<file path="config.mk">
export PLATFORM = sky130hd
export DESIGN_NAME = phy_mgmt_regs
export DESIGN_NICKNAME = d
export VERILOG_FILES = /design/src/rtl/phy_mgmt_pkg.sv /design/src/rtl/phy_mgmt_ctrl.sv /design/src/rtl/phy_mgmt_ext.sv /design/src/rtl/phy_mgmt_dbg.sv /design/src/rtl/phy_mgmt_regs.sv
export SDC_FILE = /design/constraint.sdc
export NUM_CORES = 1
export LEC_CHECK = 0
export BUFFER_PORTS_ARGS = -buffer_cell sky130_fd_sc_hd__buf_2
export CORE_AREA = 5 5 138 140
export DETAILED_ROUTE_END_ITERATION = 6
export DIE_AREA = 0 0 143 145
export PLACE_DENSITY = 0.46
export SYNTH_ARGS = -nofsm -noshare
export SYNTH_HDL_FRONTEND = slang
export SYNTH_HIERARCHICAL = 1
export SYNTH_SLANG_ARGS = --single-unit
export TNS_END_PERCENT = 5
</file>
<file path="constraint.sdc">
create_clock -name clk -period 2.4 [get_ports clk]
set_input_delay 0.24 -clock clk [delete_from_list [all_inputs] [get_ports clk]]
set_output_delay 0.24 -clock clk [all_outputs]
set_load 0.01 [all_outputs]
</file>
<file path="src/rtl/phy_mgmt_pkg.sv">
package phy_mgmt_pkg;
  localparam int ADDR_W = 5;
  localparam int DATA_W = 16;

  localparam logic [ADDR_W-1:0] A_CTRL    = 5'h00;
  localparam logic [ADDR_W-1:0] A_STAT    = 5'h01;
  localparam logic [ADDR_W-1:0] A_XCTL    = 5'h0D;
  localparam logic [ADDR_W-1:0] A_XDAT    = 5'h0E;
  localparam logic [ADDR_W-1:0] A_DBG_OFS = 5'h1D;
  localparam logic [ADDR_W-1:0] A_DBG_DAT = 5'h1E;

  typedef enum logic [1:0] {
    XF_OFFSET  = 2'b00,
    XF_DATA    = 2'b01,
    XF_DATA_RW = 2'b10,
    XF_DATA_W  = 2'b11
  } xfunc_e;
endpackage

</file>
<file path="src/rtl/phy_mgmt_ctrl.sv">
module phy_mgmt_ctrl
  import phy_mgmt_pkg::*;
#(
  parameter int              RST_CYCLES = 1000000,
  parameter logic [DATA_W-1:0] CTRL_DEF = 16'h1140
) (
  input  logic              clk,
  input  logic              rst_n,
  input  logic              wr,
  input  logic [DATA_W-1:0] wdata,
  output logic [DATA_W-1:0] rdata,
  output logic              busy
);
  localparam int CNT_W = (RST_CYCLES > 1) ? $clog2(RST_CYCLES) : 1;
  localparam logic [CNT_W-1:0] LAST = CNT_W'(RST_CYCLES - 1);

  logic [DATA_W-2:0] ctrl_q;
  logic [CNT_W-1:0]  cnt_q;
  logic              busy_q;

  always_ff @(posedge clk or negedge rst_n) begin
    if (!rst_n) begin
      ctrl_q <= CTRL_DEF[DATA_W-2:0];
      cnt_q  <= '0;
      busy_q <= 1'b0;
    end else if (busy_q) begin
      if (cnt_q == LAST) begin
        busy_q <= 1'b0;
        ctrl_q <= CTRL_DEF[DATA_W-2:0];
      end else begin
        cnt_q <= cnt_q + 1'b1;
      end
    end else if (wr) begin
      if (wdata[DATA_W-1]) begin
        busy_q <= 1'b1;
        cnt_q  <= '0;
      end else begin
        ctrl_q <= wdata[DATA_W-2:0];
      end
    end
  end

  assign rdata = {busy_q, ctrl_q};
  assign busy  = busy_q;

  // busy only starts from a write with the reset bit set
  p_start_r4: assert property (@(posedge clk) disable iff (!rst_n)
    $rose(busy_q) |-> $past(wr && wdata[DATA_W-1]));
  // the end of a soft reset leaves the defaults in place
  p_end_default_r4: assert property (@(posedge clk) disable iff (!rst_n)
    $fell(busy_q) |-> (ctrl_q == CTRL_DEF[DATA_W-2:0]));
  // stored bits do not move while the reset continues
  p_hold_r5: assert property (@(posedge clk) disable iff (!rst_n)
    busy_q |=> (!busy_q || $stable(ctrl_q)));
endmodule

</file>
<file path="src/rtl/phy_mgmt_ext.sv">
module phy_mgmt_ext
  import phy_mgmt_pkg::*;
#(
  parameter int              DEV_W   = 5,
  parameter logic [4:0]      CFG_DEV = 5'd7,
  parameter logic [DATA_W-1:0] CFG_OFS = 16'h8016,
  parameter int              SEL_LSB = 3
) (
  input  logic              clk,
  input  logic              rst_n,
  input  logic              ctl_wr,
  input  logic              dat_wr,
  input  logic              dat_rd,
  input  logic [DATA_W-1:0] wdata,
  output logic [DATA_W-1:0] ctl_rdata,
  output logic [DATA_W-1:0] dat_rdata,
  output logic [1:0]        sel
);
  xfunc_e             fn_q;
  logic [DEV_W-1:0]   dev_q;
  logic [DATA_W-1:0]  ofs_q;
  logic [1:0]         sel_q;
  logic               data_mode, hit, inc;

  assign data_mode = (fn_q != XF_OFFSET);
  assign hit       = (dev_q == CFG_DEV[DEV_W-1:0]) && (ofs_q == CFG_OFS);
  assign inc       = data_mode &&
                     ((dat_wr && fn_q[1]) || (dat_rd && fn_q == XF_DATA_RW));

  always_ff @(posedge clk or negedge rst_n) begin
    if (!rst_n) begin
      fn_q  <= XF_OFFSET;
      dev_q <= '0;
      ofs_q <= '0;
      sel_q <= '0;
    end else begin
      if (ctl_wr) begin
        fn_q  <= xfunc_e'(wdata[DATA_W-1:DATA_W-2]);
        dev_q <= wdata[DEV_W-1:0];
      end
      if (dat_wr && !data_mode) ofs_q <= wdata;
      else if (inc)             ofs_q <= ofs_q + 1'b1;
      if (dat_wr && data_mode && hit) sel_q <= wdata[SEL_LSB+1:SEL_LSB];
    end
  end

  always_comb begin
    ctl_rdata = '0;
    ctl_rdata[DATA_W-1:DATA_W-2] = fn_q;
    ctl_rdata[DEV_W-1:0] = dev_q;
    dat_rdata = '0;
    if (!data_mode)  dat_rdata = ofs_q;
    else if (hit)    dat_rdata[SEL_LSB+1:SEL_LSB] = sel_q;
  end

  assign sel = sel_q;

  // incrementing data writes advance the offset by one
  p_postinc_r8: assert property (@(posedge clk) disable iff (!rst_n)
    (dat_wr && fn_q[1]) |=> (ofs_q == $past(ofs_q) + 16'd1));
  // a read in write-only increment mode leaves the offset
  p_noinc_rd_r8: assert property (@(posedge clk) disable iff (!rst_n)
    (dat_rd && fn_q == XF_DATA_W) |=> $stable(ofs_q));
  // data writes off the configured location leave the clock select
  p_miss_r9: assert property (@(posedge clk) disable iff (!rst_n)
    (dat_wr && !hit) |=> $stable(sel_q));
endmodule

</file>
<file path="src/rtl/phy_mgmt_dbg.sv">
module phy_mgmt_dbg
  import phy_mgmt_pkg::*;
#(
  parameter int              OFS_W   = 6,
  parameter logic [5:0]      DLY_OFS = 6'd5,
  parameter int              DLY_BIT = 8
) (
  input  logic              clk,
  input  logic              rst_n,
  input  logic              ofs_wr,
  input  logic              dat_wr,
  input  logic [DATA_W-1:0] wdata,
  output logic [DATA_W-1:0] ofs_rdata,
  output logic [DATA_W-1:0] dat_rdata,
  output logic              dly_en
);
  logic [OFS_W-1:0] ofs_q;
  logic             dly_q;
  logic             hit;

  assign hit = (ofs_q == DLY_OFS[OFS_W-1:0]);

  always_ff @(posedge clk or negedge rst_n) begin
    if (!rst_n) begin
      ofs_q <= '0;
      dly_q <= 1'b0;
    end else begin
      if (ofs_wr)        ofs_q <= wdata[OFS_W-1:0];
      if (dat_wr && hit) dly_q <= wdata[DLY_BIT];
    end
  end

  always_comb begin
    ofs_rdata = '0;
    ofs_rdata[OFS_W-1:0] = ofs_q;
    dat_rdata = '0;
    dat_rdata[DLY_BIT] = hit & dly_q;
  end

  assign dly_en = dly_q;

  // writes at other debug offsets do not touch the delay enable
  p_dbg_miss_r10: assert property (@(posedge clk) disable iff (!rst_n)
    (dat_wr && !hit) |=> $stable(dly_q));
endmodule

</file>
<file path="src/rtl/phy_mgmt_regs.sv">
module phy_mgmt_regs
  import phy_mgmt_pkg::*;
#(
  parameter int              RST_CYCLES = 1000000,
  parameter logic [15:0]     CTRL_DEF   = 16'h1140,
  parameter logic [15:0]     STAT_DEF   = 16'h7949
) (
  input  logic        clk,
  input  logic        rst_n,
  input  logic [4:0]  reg_addr,
  input  logic [15:0] wr_data,
  input  logic        wr_en,
  input  logic        rd_en,
  output logic [15:0] rd_data,
  output logic        rd_valid,
  output logic        soft_rst_busy,
  output logic [1:0]  clk_sel,
  output logic        tx_clk_dly_en
);
  logic [DATA_W-1:0] ctrl_rd, xctl_rd, xdat_rd, dofs_rd, ddat_rd;
  logic [DATA_W-1:0] mux_rd, rd_q;
  logic              rv_q;

  phy_mgmt_ctrl #(.RST_CYCLES(RST_CYCLES), .CTRL_DEF(CTRL_DEF)) u_ctrl (
    .clk(clk), .rst_n(rst_n),
    .wr(wr_en && reg_addr == A_CTRL), .wdata(wr_data),
    .rdata(ctrl_rd), .busy(soft_rst_busy)
  );

  phy_mgmt_ext u_ext (
    .clk(clk), .rst_n(rst_n),
    .ctl_wr(wr_en && reg_addr == A_XCTL),
    .dat_wr(wr_en && reg_addr == A_XDAT),
    .dat_rd(rd_en && reg_addr == A_XDAT),
    .wdata(wr_data), .ctl_rdata(xctl_rd), .dat_rdata(xdat_rd), .sel(clk_sel)
  );

  phy_mgmt_dbg u_dbg (
    .clk(clk), .rst_n(rst_n),
    .ofs_wr(wr_en && reg_addr == A_DBG_OFS),
    .dat_wr(wr_en && reg_addr == A_DBG_DAT),
    .wdata(wr_data), .ofs_rdata(dofs_rd), .dat_rdata(ddat_rd),
    .dly_en(tx_clk_dly_en)
  );

  always_comb begin
    unique case (reg_addr)
      A_CTRL:    mux_rd = ctrl_rd;
      A_STAT:    mux_rd = STAT_DEF;
      A_XCTL:    mux_rd = xctl_rd;
      A_XDAT:    mux_rd = xdat_rd;
      A_DBG_OFS: mux_rd = dofs_rd;
      A_DBG_DAT: mux_rd = ddat_rd;
      default:   mux_rd = '0;
    endcase
  end

  always_ff @(posedge clk or negedge rst_n) begin
    if (!rst_n) begin
      rd_q <= '0;
      rv_q <= 1'b0;
    end else begin
      rv_q <= rd_en;
      if (rd_en) rd_q <= mux_rd;
    end
  end

  assign rd_data  = rd_q;
  assign rd_valid = rv_q;

  // a read strobe yields exactly one valid cycle
  p_rvalid_r2: assert property (@(posedge clk) disable iff (!rst_n)
    rd_en |=> rd_valid);
  p_no_rvalid_r2: assert property (@(posedge clk) disable iff (!rst_n)
    !rd_en |=> !rd_valid);
  // a running soft reset never moves the debug delay on its own
  p_keep_dly_r11: assert property (@(posedge clk) disable iff (!rst_n)
    (soft_rst_busy && !wr_en) |=> $stable(tx_clk_dly_en));
endmodule

</file>
Yosys cells after proc, flatten, opt, wreduce, memory -nomap -nowiden --
Index checks and enable logic that the tools add are counted.
Storage, ports and cells: register bits after elaboration 85, bits of input ports 25, output and inout bits 21, logic and storage cells 69
Cells by class: add/sub/neg operators 2, eq/ne operators 13, multiplexer cells 19, bitwise logic cells 1, reduce and logical (&&, ||, !) cells 23
Operators by type and width (number):
- case mux 16 bit (6 select lines) | 1
- 2-to-1 mux 20 bit | 4
- 2-to-1 mux 15 bit | 4
- 2-to-1 mux 16 bit | 2
- adder 20 x 1 -> 20 bit, second input constant | 1
- equality test 20 bit, second input constant | 1
- adder 16 x 1 -> 16 bit, second input constant | 1
- equality test 16 bit, second input constant | 1
- logical AND 1 bit | 14
- 2-to-1 mux 11 bit | 1
- equality test 5 x 4 -> 1 bit, second input constant | 2
- equality test 5 bit, second input constant | 2
- nonzero test 2 bit | 4
- equality test 6 x 3 -> 1 bit, second input constant | 1
- AND reduction 3 bit | 2
- equality test 5 x 1 -> 1 bit, second input constant | 1
- equality test 5 x 3 -> 1 bit, second input constant | 1
- zero test 5 bit | 1
- 2-to-1 mux 1 bit | 4
- 2-to-1 mux 2 bit | 2
- != test 2 bit, second input constant | 2
- 2-to-1 mux 3 bit | 1
- equality test 2 bit, second input constant | 1
- != test 2 x 1 -> 1 bit, second input constant | 1
- 3 further kinds | 3

Depth between registers and ports, before layout --
Gate-level depths: netlist (run 1).
depth in word-level cells 7, depth in mapped cells 10, mapped depth without buffers 10

By module --
The synthesis (run 1) kept the hierarchy.
Modules (own cells, without submodules):
- phy_mgmt_ctrl | instances 1, cells an instance 187, area each 2077.0 um^2, sequential area each 904.6 um^2
- phy_mgmt_ext | instances 1, cells an instance 170, area each 1642.8 um^2, sequential area each 625.6 um^2
- phy_mgmt_regs | instances 1, cells an instance 152, area each 1327.5 um^2, sequential area each 425.4 um^2
- phy_mgmt_dbg | instances 1, cells an instance 45, area each 485.5 um^2, sequential area each 175.2 um^2

Least setup slack after synthesis (run 1) --
OpenSTA, ideal clock, no wires.
path kind input -> register, start in reg_addr[0], end reg u_ext.ofs_q[14], library setup time 0.126 ns, arrival 2.450 ns, required time 2.274 ns, setup slack -0.176 ns, cell stages on the path 8, buffers on the path 3, path through buf_2 nand4b_1 clkbuf_1 nor3b_1 or3b_1 buf_2 a22o_1 a221o_1
Between the ends: longest elaborated chain between the ends 6, elaborated cells between the ends (all ways) 10, classes of those cells 1 x eq/ne; 1 x mux; 8 x reduce/logical
RTL lines:
- start: declaration | RTL line phy_mgmt_regs.sv:10 | input logic [4:0] reg_addr,
- equality test 5 x 4 -> 1 bit (*) | RTL line phy_mgmt_regs.sv:33, phy_mgmt_regs.sv:34
- logical AND 1 bit, on equally long branches | RTL line phy_mgmt_regs.sv:33, phy_mgmt_regs.sv:34
- logical AND 1 bit | RTL line phy_mgmt_ext.sv:28 | ((dat_wr && fn_q[1]) || (dat_rd && fn_q == XF_DATA_RW));
- logical OR 1 bit | RTL line phy_mgmt_ext.sv:28
- logical AND 1 bit | RTL line phy_mgmt_ext.sv:27 | assign inc = data_mode &&
- nonzero test 2 bit (no source line)
- end signal: assignment | RTL line phy_mgmt_ext.sv:41 | if (dat_wr && !data_mode) ofs_q <= wdata;
- end signal: assignment | RTL line phy_mgmt_ext.sv:42 | else if (inc) ofs_q <= ofs_q + 1'b1;
- end: declaration | RTL line phy_mgmt_ext.sv:21 | logic [DATA_W-1:0] ofs_q;
Mark *: on every way between the ends. The rest lies on a longest branch, timed or not. A chain may end at the register's enable or synchronous reset.

Final worst setup path (run 1) --
start reg u_ctrl.cnt_q[1], end reg u_ctrl.ctrl_q[0]
Between the ends: longest elaborated chain between the ends 3
RTL lines:
- start: declaration | RTL line phy_mgmt_ctrl.sv:18 | logic [CNT_W-1:0] cnt_q;
- start signal: assignment | RTL line phy_mgmt_ctrl.sv:31 | cnt_q <= cnt_q + 1'b1;
- equality test 20 bit | RTL line phy_mgmt_ctrl.sv:27 | if (cnt_q == LAST) begin
- != test 2 bit (no source line)
- AND reduction 3 bit (no source line)
- end signal: assignment | RTL line phy_mgmt_ctrl.sv:23 | ctrl_q <= CTRL_DEF[DATA_W-2:0];
- end signal: assignment | RTL line phy_mgmt_ctrl.sv:29 | ctrl_q <= CTRL_DEF[DATA_W-2:0];
- end signal: assignment | RTL line phy_mgmt_ctrl.sv:38 | ctrl_q <= wdata[DATA_W-2:0];
- end: declaration | RTL line phy_mgmt_ctrl.sv:17 | logic [DATA_W-2:0] ctrl_q;
No other way between the ends.

==> impl_metrics.tcl, run 1 <==
set metrics [dict create \
    antenna_nets_post_route 0 \
    critical_path_peak_fanout 12 \
    max_freq_mhz 456 \
    maxCapViolations 0 \
    detail_route.wl_per_cell_um 18.8 \
    fraction_of_registers_with_async_set_reset 1.00 \
    holdCritStartpoint "wr_data[9]" \
    cts.sink_count 85 \
    power.combinational.fraction 0.191 \
    holdCritPathClass "in2reg" \
    layout-drive-gt1-share 0.227 \
    setup_tns_final_ps 0 \
    clk_root_buffer_cell "sky130_fd_sc_hd__clkbuf_16" \
    worst_hold_check_slack_ps 175 \
    worstReg2RegStart "u_ctrl/cnt_q[1]" \
    rrSetupSlack_ps 200 \
    run_status "completed" \
    crit_start "u_ctrl/cnt_q[1]" \
    dieWidth_um 143 \
    floorplan.die.height_um 145 \
    endpoint_type_of_the_worst_setup_path "flip-flop" \
    tightestPinTransition_ps 1140 \
    period_needed_ps 2200 \
    design.final.nets 635 \
    clk_path_buf_depth 2 \
    crit_type "reg2reg" \
    first_global_vias 4445 \
    synth_cell_types 71 \
    initial_antenna_violation_count 0 \
    antenna_cells_inserted 0 \
    synth.yosys.warnings 6 \
    post_layout_instance_area_sq_um 6320 \
    floorplan.die_area_sq_um 20700 \
    rows 49 \
    hold_violations 0 \
    power.ir.vdd_worst_mv 0.279 \
    p_leak_nw 2.83 \
    gpl.final_weighted_congestion 0.797 \
    finalSetupViolations 0 \
    cts_tree "yes" \
    report.final.slew_viol_count 0 \
    power.share.clock 0.374 \
    area_delta_synth_final_pct 14.2 \
    drcViolationCount 0 \
    grt_first_pass_wirelength_um 25600 \
    relSlewSlack 0.238 \
    num_io_pins 46 \
    num-fill-cells 1819 \
    syn-cell-area_sq_um 5530 \
    swShare 0.293 \
    powerDensity_nw_per_um2 631 \
    dr_total_vias 4374 \
    rsz0062_at_grt "no" \
    area_of_combinational_cells_with_multiple_inputs_sq_um 2990 \
    initial_utilization 0.312 \
    drt_first_iter_violations 287 \
    dominantRegCellSynth "sky130_fd_sc_hd__dfrtp_1" \
    clock_latency_ps 340 \
    clk_transition_reported_paths_ps 60 \
    fp.coreArea_sq_um 17700 \
    synth-seq-area-share 0.385 \
    grt_resource_usage_total 0.156 \
    yosys_register_bits 85 \
    power_report.internal_total_mw 2.82 \
    seq_cell_area_sq_um 2130 \
    cts_made_buffers 9 \
    start_kind "flip-flop" \
    critPathArrivalTime_ps 2460 \
    count_of_flip_flops_with_a_built_in_enable_after_synthesis 0 \
    switchingPower_mw 1.17 \
    finalClockSkew_ps 6.66 \
    portBuffers 45 \
    power_frac_seq 0.435 \
    part_of_the_cycle_the_worst_path_needs 0.915 \
    detailedPlacementHpwl_um 11900 \
    grt_max_degree 42 \
    grt_remaining_overflow 0 \
    placed_cell_area_sq_um 6000 \
    vias_per_cell 5.20 \
    cts_htree_levels 3 \
    post-cts-setup-buffer-count 0 \
    dr.pass1.iters 4 \
    postSynthCellCount 554 \
    required_ps 2670 \
    synth.avg_cell_area_sq_um 9.99 \
    drt_wl_total_um 15800 \
]
per-layer routing:
| metal | global-route usage | vias to the layer above | wire length [um] |
|---|---|---|---|
| met5 | 0 | - | 0 |
| met4 | 0.0409 | 0 | 193 |
| met3 | 0.0309 | 11 | 763 |
| met2 | 0.226 | 100 | 6840 |
| met1 | 0.237 | 2140 | 7980 |
| li1 | - | 2123 | - |
cell usage after synthesis (4+ instances only):
| library cell | instances | share of area |
|---|---|---|
| sky130_fd_sc_hd__nor2_1 | 17 | 0.012 |
| sky130_fd_sc_hd__inv_1 | 17 | 0.012 |
| sky130_fd_sc_hd__clkbuf_1 | 13 | 0.0088 |
| sky130_fd_sc_hd__and3_1 | 8 | 0.0090 |
| sky130_fd_sc_hd__nand2_1 | 22 | 0.015 |
| sky130_fd_sc_hd__buf_6 | 6 | 0.012 |
| sky130_fd_sc_hd__xor2_1 | 7 | 0.011 |
| sky130_fd_sc_hd__buf_4 | 37 | 0.050 |
| sky130_fd_sc_hd__nand4_1 | 13 | 0.015 |
| sky130_fd_sc_hd__o22ai_1 | 18 | 0.020 |
| sky130_fd_sc_hd__nor3b_1 | 5 | 0.0068 |
| sky130_fd_sc_hd__mux2_2 | 16 | 0.033 |
| sky130_fd_sc_hd__dfrtp_1 | 82 | 0.37 |
| sky130_fd_sc_hd__nor2b_1 | 9 | 0.010 |
| sky130_fd_sc_hd__a32oi_1 | 11 | 0.017 |
| sky130_fd_sc_hd__o2bb2a_1 | 6 | 0.011 |
| sky130_fd_sc_hd__nor3_1 | 9 | 0.0081 |
| sky130_fd_sc_hd__a221o_1 | 5 | 0.0090 |
| sky130_fd_sc_hd__mux2i_1 | 42 | 0.076 |
| sky130_fd_sc_hd__o21ai_1 | 14 | 0.013 |
| sky130_fd_sc_hd__nand3_1 | 20 | 0.018 |
| sky130_fd_sc_hd__and4_1 | 4 | 0.0063 |
| sky130_fd_sc_hd__o2bb2ai_1 | 12 | 0.019 |
| sky130_fd_sc_hd__a22o_1 | 20 | 0.032 |
| sky130_fd_sc_hd__o21ai_0 | 8 | 0.0072 |
| sky130_fd_sc_hd__and2_1 | 16 | 0.018 |
| sky130_fd_sc_hd__o211ai_1 | 5 | 0.0068 |
| sky130_fd_sc_hd__or4_1 | 4 | 0.0054 |
| sky130_fd_sc_hd__xnor2_1 | 7 | 0.011 |
| sky130_fd_sc_hd__buf_2 | 18 | 0.016 |
| sky130_fd_sc_hd__a31oi_1 | 8 | 0.0090 |
| sky130_fd_sc_hd__a21oi_1 | 15 | 0.014 |
kinds of logic (layout without fill, tap and decap cells):
family                   count (synthesis)  in the layout  share of synthesized area
buffers and inverters                   92            118                      0.101
other                                    2             34                    0.00136
multiplexers                            62             62                      0.117
AO/OA/AOI/OAI                          140            140                      0.188
flip-flops                              85             85                      0.385
XOR/XNOR                                14             14                     0.0222
adder cells (fa/ha/maj)                  3              3                    0.00678
AND/OR/NAND/NOR                        156            156                      0.178
final timing paths:
check | to | depth (start not counted)
max | u_ctrl/ctrl_q[0] | 4
min | u_ext/ofs_q[9] | 2
max reg2reg | u_ctrl/ctrl_q[0] | 4
min reg2reg | rd_data[4] | 2
max in group asynchronous | u_ext/dev_q[2] | 3
min in group asynchronous | rd_data[5] | 2
repair_timing:
action                                  CTS  global route
hold buffers                              1             0
resized for setup                         0             1
endpoints found under the setup margin    0             2
endpoints found under the hold margin    18             0
layout by cell type (no fill, tap or decap), types with 4 or more instances in the layout:
cell                         n
sky130_fd_sc_hd__conb_1     34
sky130_fd_sc_hd__a21oi_1    15
sky130_fd_sc_hd__o21ai_1    14
sky130_fd_sc_hd__o211ai_1    5
sky130_fd_sc_hd__inv_1      17
sky130_fd_sc_hd__buf_2      44
sky130_fd_sc_hd__and4_1      4
sky130_fd_sc_hd__o2bb2a_1    6
sky130_fd_sc_hd__xor2_1      7
sky130_fd_sc_hd__nor2b_1     9
sky130_fd_sc_hd__a31oi_1     8
sky130_fd_sc_hd__o2bb2ai_1  12
sky130_fd_sc_hd__mux2i_1    42
sky130_fd_sc_hd__and2_1     16
sky130_fd_sc_hd__nor3_1      9
sky130_fd_sc_hd__buf_4      39
sky130_fd_sc_hd__dfrtp_1    82
sky130_fd_sc_hd__and3_1      8
sky130_fd_sc_hd__a221o_1     5
sky130_fd_sc_hd__xnor2_1     7
sky130_fd_sc_hd__nand4_1    13
sky130_fd_sc_hd__nand3_1    20
sky130_fd_sc_hd__or4_1       4
sky130_fd_sc_hd__mux2_2     16
sky130_fd_sc_hd__o22ai_1    18
sky130_fd_sc_hd__a22o_1     20
sky130_fd_sc_hd__a32oi_1    11
sky130_fd_sc_hd__o21ai_0     8
sky130_fd_sc_hd__nor2_1     17
sky130_fd_sc_hd__clkbuf_16   9
sky130_fd_sc_hd__nand2_1    22
stage by stage:
step	instances	setup WS, ps	total power [mW]	utilization
6_report	841	205	3.99	0.357
5_1_grt	841	32.6	4.19	0.357
4_1_cts	841	83.4	4.03	0.356
3_5_place_dp	824	108	2.52	0.338
3_3_place_gp	824	132	2.50	0.338
2_1_floorplan	586	13.2	2.26	-
worst max-delay path, stage by stage, from the launching register on:
cell	delay [ps]
sky130_fd_sc_hd__dfrtp_1	450
sky130_fd_sc_hd__ha_1	260
sky130_fd_sc_hd__and4_1	320
sky130_fd_sc_hd__a31oi_1	890
sky130_fd_sc_hd__o2bb2ai_1	200
area by class of cell:
| cell class | instances | area share |
|---|---|---|
| sequential | 85 | 0.337 |
| clock buffer | 11 | 0.0368 |
| tap | 229 | 0.0453 |
| multi-input combinational | 409 | 0.473 |
| timing repair buffer | 85 | 0.0859 |
| inverter | 17 | 0.0101 |
| clock inverter | 5 | 0.0119 |
sequential cells by signal (all words and copies together) (netlist names):
name / count
u_ext/sel: 2
u_ext/ofs_q: 16
u_ctrl/ctrl_q: 15
u_ext/fn_q: 2
u_ext/dev_q: 5
u_dbg/dly_en: 1
u_ctrl/cnt_q: 20
rd_data: 16
rd_valid: 1
u_dbg/ofs_q: 6
u_ctrl/busy: 1
power by group through the flow:
stage / registers, mW / logic [mW] / clock network [mW]
2_1_floorplan: 1.71 / 0.551 / 0
3_3_place_gp: 1.75 / 0.750 / 0
3_5_place_dp: 1.76 / 0.762 / 0
4_1_cts: 1.73 / 0.766 / 1.53
5_1_grt: 1.75 / 0.848 / 1.59
6_report: 1.73 / 0.761 / 1.49
Note: power is estimated with default switching activity, not from simulation.
==> run 2, diff against run 1 <==
--- a/config.mk
+++ b/config.mk
@@ -9,7 +9,6 @@
 export CORE_AREA = 5 5 138 140
 export DETAILED_ROUTE_END_ITERATION = 6
 export DIE_AREA = 0 0 143 145
-export PLACE_DENSITY = 0.46
 export SYNTH_ARGS = -nofsm -noshare
 export SYNTH_HDL_FRONTEND = slang
 export SYNTH_HIERARCHICAL = 1
==> run 2 against run 1 <==
  * Core utilization down 0.12 points
  * Hold slack worse by 32 ps
  * Final cell count decreased by 0.48%
  * Largest power group unchanged
==> impl_metrics.tcl, run 2 (synthesis results as in run 1) <==
set metrics [dict create \
    crit_start "u_ext/ofs_q[0]" \
    dieWidth_um 143 \
    power_report.internal_total_mw 2.77 \
    most-common-layout-cells "82 x sky130_fd_sc_hd__dfrtp_1, 44 x sky130_fd_sc_hd__buf_2, 42 x sky130_fd_sc_hd__mux2i_1, 35 x sky130_fd_sc_hd__buf_4, 34 x sky130_fd_sc_hd__conb_1" \
    area_of_combinational_cells_with_multiple_inputs_sq_um 2990 \
    layout-drive-gt1-share 0.225 \
    worstReg2RegStart "u_ext/ofs_q[0]" \
    grt_first_pass_wirelength_um 24000 \
    clock_latency_ps 350 \
    grt_remaining_overflow 0 \
    start_kind "flip-flop" \
    p_leak_nw 2.81 \
    switchingPower_mw 1.19 \
    layout_setup_ws_ps 233 \
    critical_path_peak_fanout 5 \
    final-instance-count-excl-fill 837 \
    area_delta_synth_final_pct 13.8 \
    grt_max_degree 41 \
    placed_cell_area_sq_um 5970 \
    dr_total_vias 4469 \
    endpoint_type_of_the_worst_setup_path "flip-flop" \
    fp.coreArea_sq_um 17700 \
    rrSetupSlack_ps 230 \
    gpl.final_weighted_congestion 0.861 \
    power_frac_seq 0.440 \
    largest_register "u_ctrl/cnt_q" \
    detailedPlacementHpwl_um 11000 \
    antenna_cells_inserted 0 \
    powerDensity_nw_per_um2 629 \
    drt_wl_total_um 14800 \
    power.share.clock 0.378 \
    vias_per_cell 5.34 \
    cts_htree_levels 3 \
    grt_resource_usage_total 0.145 \
    maxCapViolations 0 \
    run_status "completed" \
    hold_violations 0 \
    pre_cts_ws_ps -3.01 \
    detail_route.wl_per_cell_um 17.7 \
    numPlacedInstances 820 \
    crit_type "reg2reg" \
    post_layout_instance_area_sq_um 6300 \
    num_io_pins 46 \
    part_of_the_cycle_the_worst_path_needs 0.903 \
    num-fill-cells 1754 \
    floorplan.die_area_sq_um 20700 \
    swShare 0.301 \
    first_global_vias 4356 \
    max_freq_mhz 461 \
    report.final.slew_viol_count 0 \
    drcViolationCount 0 \
    finalSetupViolations 0 \
    initial_utilization 0.312 \
    worst_hold_check_slack_ps 143 \
    period_needed_ps 2170 \
    portBuffers 45 \
    critical_path.endpoint "rd_data[3]" \
    cts_made_buffers 9 \
    design.final.nets 631 \
    number_of_flip_flops_under_the_largest_register_name 20 \
    cts.sink_count 85 \
    holdCritPathClass "in2reg" \
    seq_cell_area_sq_um 2130 \
    tightestPinTransition_ps 753 \
    required_ps 2680 \
    mostFrequentLayoutCell "sky130_fd_sc_hd__dfrtp_1" \
    clk_transition_reported_paths_ps 70 \
    finalClockSkew_ps 11.7 \
    critPathArrivalTime_ps 2440 \
    drt_first_iter_violations 358 \
    critical_path.reg2reg.endpoint "rd_data[3]" \
    dr.pass1.iters 5 \
    cts_tree "yes" \
    clk_path_buf_depth 2 \
    antenna_nets_post_route 0 \
    rows 49 \
    initial_antenna_violation_count 2 \
    power.ir.vdd_worst_mv 0.372 \
    ff2ff_path_depth 10 \
    rsz0062_at_grt "no" \
    clk_root_buffer_cell "sky130_fd_sc_hd__clkbuf_16" \
    power.combinational.fraction 0.182 \
    relSlewSlack 0.496 \
    floorplan.die.height_um 145 \
]
==> run 2: cell count changes in the layout (fill, tap and decap cells not counted), moves of 2 or more <==
cell / delta
sky130_fd_sc_hd__inv_6: +2
sky130_fd_sc_hd__clkbuf_8: +2
sky130_fd_sc_hd__buf_4: -4
sky130_fd_sc_hd__clkbuf_1: -2
sky130_fd_sc_hd__clkinv_2: -3
==> run 2: power by group through the flow <==
| stage | logic, mW | clock network, mW | registers [mW] |
|---|---|---|---|
| floorplan | 0.551 | 0 | 1.71 |
| global placement | 0.705 | 0 | 1.76 |
| detailed placement | 0.719 | 0 | 1.76 |
| CTS | 0.726 | 1.52 | 1.74 |
| global route | 0.810 | 1.58 | 1.77 |
| finish | 0.722 | 1.50 | 1.74 |
==> run 2: cell type report <==
type,count,area share
Clock buffer,11,0.0401
Inverter,17,0.0101
Timing Repair Buffer,81,0.0814
Tap cell,229,0.0455
Clock inverter,5,0.0101
Multi-Input combinational cell,409,0.474
Sequential cell,85,0.338
==> run 2: metrics by stage <==
stage / utilization / TNS, ps / power, mW
after global routing: 0.355 / 0 / 4.16
final: 0.355 / 0 / 3.96
after floorplan: - / 0 / 2.26
after global placement: 0.337 / 0 / 2.46
after CTS: 0.355 / 0 / 3.99
after detailed placement: 0.337 / -4.74 / 2.48
==> run 2: critical path, stage by stage (launching register included) <==
cell,delay [ps]
sky130_fd_sc_hd__dfrtp_1,430
sky130_fd_sc_hd__inv_1,140
sky130_fd_sc_hd__ha_1,150
sky130_fd_sc_hd__and4b_1,190
sky130_fd_sc_hd__nand4_1,130
sky130_fd_sc_hd__nor3_1,280
sky130_fd_sc_hd__a22o_1,160
sky130_fd_sc_hd__mux2i_1,60
sky130_fd_sc_hd__o22ai_1,320
sky130_fd_sc_hd__nor2_1,70
sky130_fd_sc_hd__o21ai_0,150
==> run 2: what timing repair did <==
action | 4_1_cts | 5_1_grt
hold buffers | 1 | 0
buffers inserted | 0 | 0
gates resized for setup | 0 | 1
setup endpoints to repair | 0 | 12
hold endpoints to repair | 34 | 0
==> run 2: how the worst min path moves through the flow <==
stage | startpoint | slack (ps) | cells after the start | to
finish | wr_data[10] | 140 | 2 | u_ext/ofs_q[10]
global placement | rst_n | 250 | 1 | rd_data[15]
floorplan | rst_n | -60 | 0 | rd_data[0]
CTS | wr_data[10] | 140 | 2 | u_ext/ofs_q[10]
detailed placement | rst_n | 270 | 1 | rd_data[15]
global route | wr_data[10] | 150 | 2 | u_ext/ofs_q[10]
==> run 2: routing by layer <==
layer	global-route usage	routed length [um]	up-vias
met5	0	27	-
met4	0.0694	501	4
met3	0.0309	713	33
met2	0.227	7020	141
met1	0.189	6520	2168
li1	-	-	2123
==> run 3, diff against run 2 <==
--- a/config.mk
+++ b/config.mk
@@ -6,9 +6,9 @@
 export NUM_CORES = 1
 export LEC_CHECK = 0
 export BUFFER_PORTS_ARGS = -buffer_cell sky130_fd_sc_hd__buf_2
-export CORE_AREA = 5 5 138 140
+export CORE_AREA = 5 5 124 156
 export DETAILED_ROUTE_END_ITERATION = 6
-export DIE_AREA = 0 0 143 145
+export DIE_AREA = 0 0 129 161
 export SYNTH_ARGS = -nofsm -noshare
 export SYNTH_HDL_FRONTEND = slang
 export SYNTH_HIERARCHICAL = 1
==> run 3 against run 2 <==
  * Critical path type unchanged
  * Die area up 0.16%
  * Design area down 0.68%
  * Wire length grew 4.6%
  * Sequential share of layout area up 0.23 points
==> impl_metrics.tcl, run 3 (synthesis results as in run 1) <==
set metrics [dict create \
    run_status "completed" \
    critical_path.top_delay_family "simple AND/OR/NAND/NOR gates" \
    vias_per_cell 5.40 \
    drcViolationCount 0 \
    power.ir.vdd_worst_mv 0.351 \
    p_leak_nw 2.79 \
    floorplan.die.height_um 161 \
    rrSetupSlack_ps 160 \
    worst_path_max_stage_delay_ps 480 \
    largest_register "u_ctrl/cnt_q" \
    detail_route.wl_per_cell_um 18.6 \
    report.final.slew_viol_count 0 \
    initial_antenna_violation_count 1 \
    cts_tree "yes" \
    clock_latency_ps 350 \
    power_frac_seq 0.446 \
    grt_remaining_overflow 0 \
    placed_cell_area_sq_um 5940 \
    detailedPlacementHpwl_um 11600 \
    critical_path_peak_fanout 2 \
    first_global_vias 4516 \
    final-instance-count-excl-fill 833 \
    clk_root_buffer_cell "sky130_fd_sc_hd__clkbuf_16" \
    mostFrequentLayoutCell "sky130_fd_sc_hd__dfrtp_1" \
    tightestPinTransition_ps 1080 \
    antenna_cells_inserted 0 \
    power.share.clock 0.371 \
    hold_violations 0 \
    finalClockSkew_ps 9.70 \
    setup_tns_final_ps 0 \
    crit_type "reg2reg" \
    maxCapViolations 0 \
    period_needed_ps 2240 \
    rsz0062_at_grt "no" \
    design.final.nets 628 \
    endpoint_type_of_the_worst_setup_path "flip-flop" \
    grt_first_pass_wirelength_um 24600 \
    critPathArrivalTime_ps 2510 \
    finalSetupViolations 0 \
    worstPathBufferInverterCount 0 \
    cts_made_buffers 9 \
    post_layout_instance_area_sq_um 6260 \
    start_kind "flip-flop" \
    initial_utilization 0.312 \
    required_ps 2660 \
    most-common-layout-cells "82 x sky130_fd_sc_hd__dfrtp_1, 44 x sky130_fd_sc_hd__buf_2, 42 x sky130_fd_sc_hd__mux2i_1, 34 x sky130_fd_sc_hd__conb_1, 32 x sky130_fd_sc_hd__buf_4" \
    cpMaxStageDelayCell "sky130_fd_sc_hd__nor4_1" \
    layout-drive-gt1-share 0.220 \
    cts.sink_count 85 \
    part_of_the_cycle_the_worst_path_needs 0.935 \
    post-cts-setup-buffer-count 0 \
    path_cells "nor4_1 -> nand4_1 -> nor3_1 -> a22o_1 -> mux2i_1 -> o22ai_1 -> nor2_1 -> o21ai_0" \
    switchingPower_mw 1.23 \
    drt_first_iter_violations 295 \
    drt_wl_total_um 15500 \
    area_delta_synth_final_pct 13.1 \
    swShare 0.312 \
    dr.pass1.iters 5 \
    rows 55 \
    grt_max_degree 38 \
    max_freq_mhz 446 \
    power_report.internal_total_mw 2.71 \
    grt_resource_usage_total 0.151 \
    powerDensity_nw_per_um2 629 \
    num_io_pins 46 \
    portBuffers 45 \
    fp.coreArea_sq_um 17800 \
    cts_resized 0 \
    gpl.final_weighted_congestion 0.874 \
    layout_setup_ws_ps 157 \
    cts_htree_levels 3 \
    number_of_flip_flops_under_the_largest_register_name 20 \
    relSlewSlack 0.276 \
    dr_total_vias 4497 \
    holdCritPathClass "in2reg" \
    antenna_nets_post_route 0 \
    dieWidth_um 129 \
    clk_path_buf_depth 2 \
    numPlacedInstances 816 \
    pre_cts_ws_ps 33.1 \
    floorplan.die_area_sq_um 20800 \
    power.combinational.fraction 0.183 \
    clk_transition_reported_paths_ps 70 \
]
==> run 3: cell count changes in the layout (fill, tap and decap cells not counted) <==
cell,previous run,this run
sky130_fd_sc_hd__clkinv_4,1,0
sky130_fd_sc_hd__a31oi_2,1,0
sky130_fd_sc_hd__clkinv_2,0,1
sky130_fd_sc_hd__a31oi_1,7,8
sky130_fd_sc_hd__clkinvlp_4,1,2
sky130_fd_sc_hd__clkbuf_8,2,0
sky130_fd_sc_hd__buf_4,35,32
sky130_fd_sc_hd__inv_8,0,1
==> run 3: final cells by class <==
cell class              instances  area (sq um)
well taps                     228           285
fillers                      1820         11500
clock buffers                   9           225
multi-input cells             409          2980
inverters                      17          63.8
flip-flops and latches         85          2130
clock inverters                 7          78.8
repair buffers                 78           490
==> run 3: layer usage <==
metal | track usage | routed length (um) | vias up
li1 | - | - | 2103
met1 | 0.184 | 6330 | 2206
met2 | 0.253 | 7700 | 145
met3 | 0.0304 | 796 | 41
met4 | 0.0735 | 636 | 2
met5 | 0 | 7 | -
==> run 3: path summary, 6_finish.rpt <==
path                                 start         endpoint  depth (start not counted)
setup / recovery           u_ext/ofs_q[11]       rd_data[3]                          8
hold / removal                 wr_data[12]  u_ext/ofs_q[12]                          2
setup reg to reg           u_ext/ofs_q[11]       rd_data[3]                          8
hold reg to reg                rd_data[15]      rd_data[15]                          2
max in group asynchronous            rst_n  u_ctrl/cnt_q[0]                          3
min in group asynchronous            rst_n   u_ext/ofs_q[5]                          2
==> run 3: timing repair <==
item,CTS,global route
hold buffers,1,0
endpoints found under the setup margin,0,0
hold endpoints to repair,31,0
==> run 3: power groups by stage <==
stage	Clock (mW)	Combinational [mW]	Sequential, mW
after floorplan	0	0.551	1.71
final	1.46	0.720	1.76
after global placement	0	0.693	1.77
after global routing	1.54	0.796	1.78
after CTS	1.48	0.722	1.75
after detailed placement	0	0.715	1.78
==> run 3: per-stage QoR <==
stage | utilization | power [mW] | hold slack (ps)
after floorplan | - | 2.26 | -55.6
after global placement | 0.335 | 2.46 | 237
after detailed placement | 0.335 | 2.50 | 237
after CTS | 0.352 | 3.96 | 134
after global routing | 0.352 | 4.12 | 151
final | 0.352 | 3.94 | 140
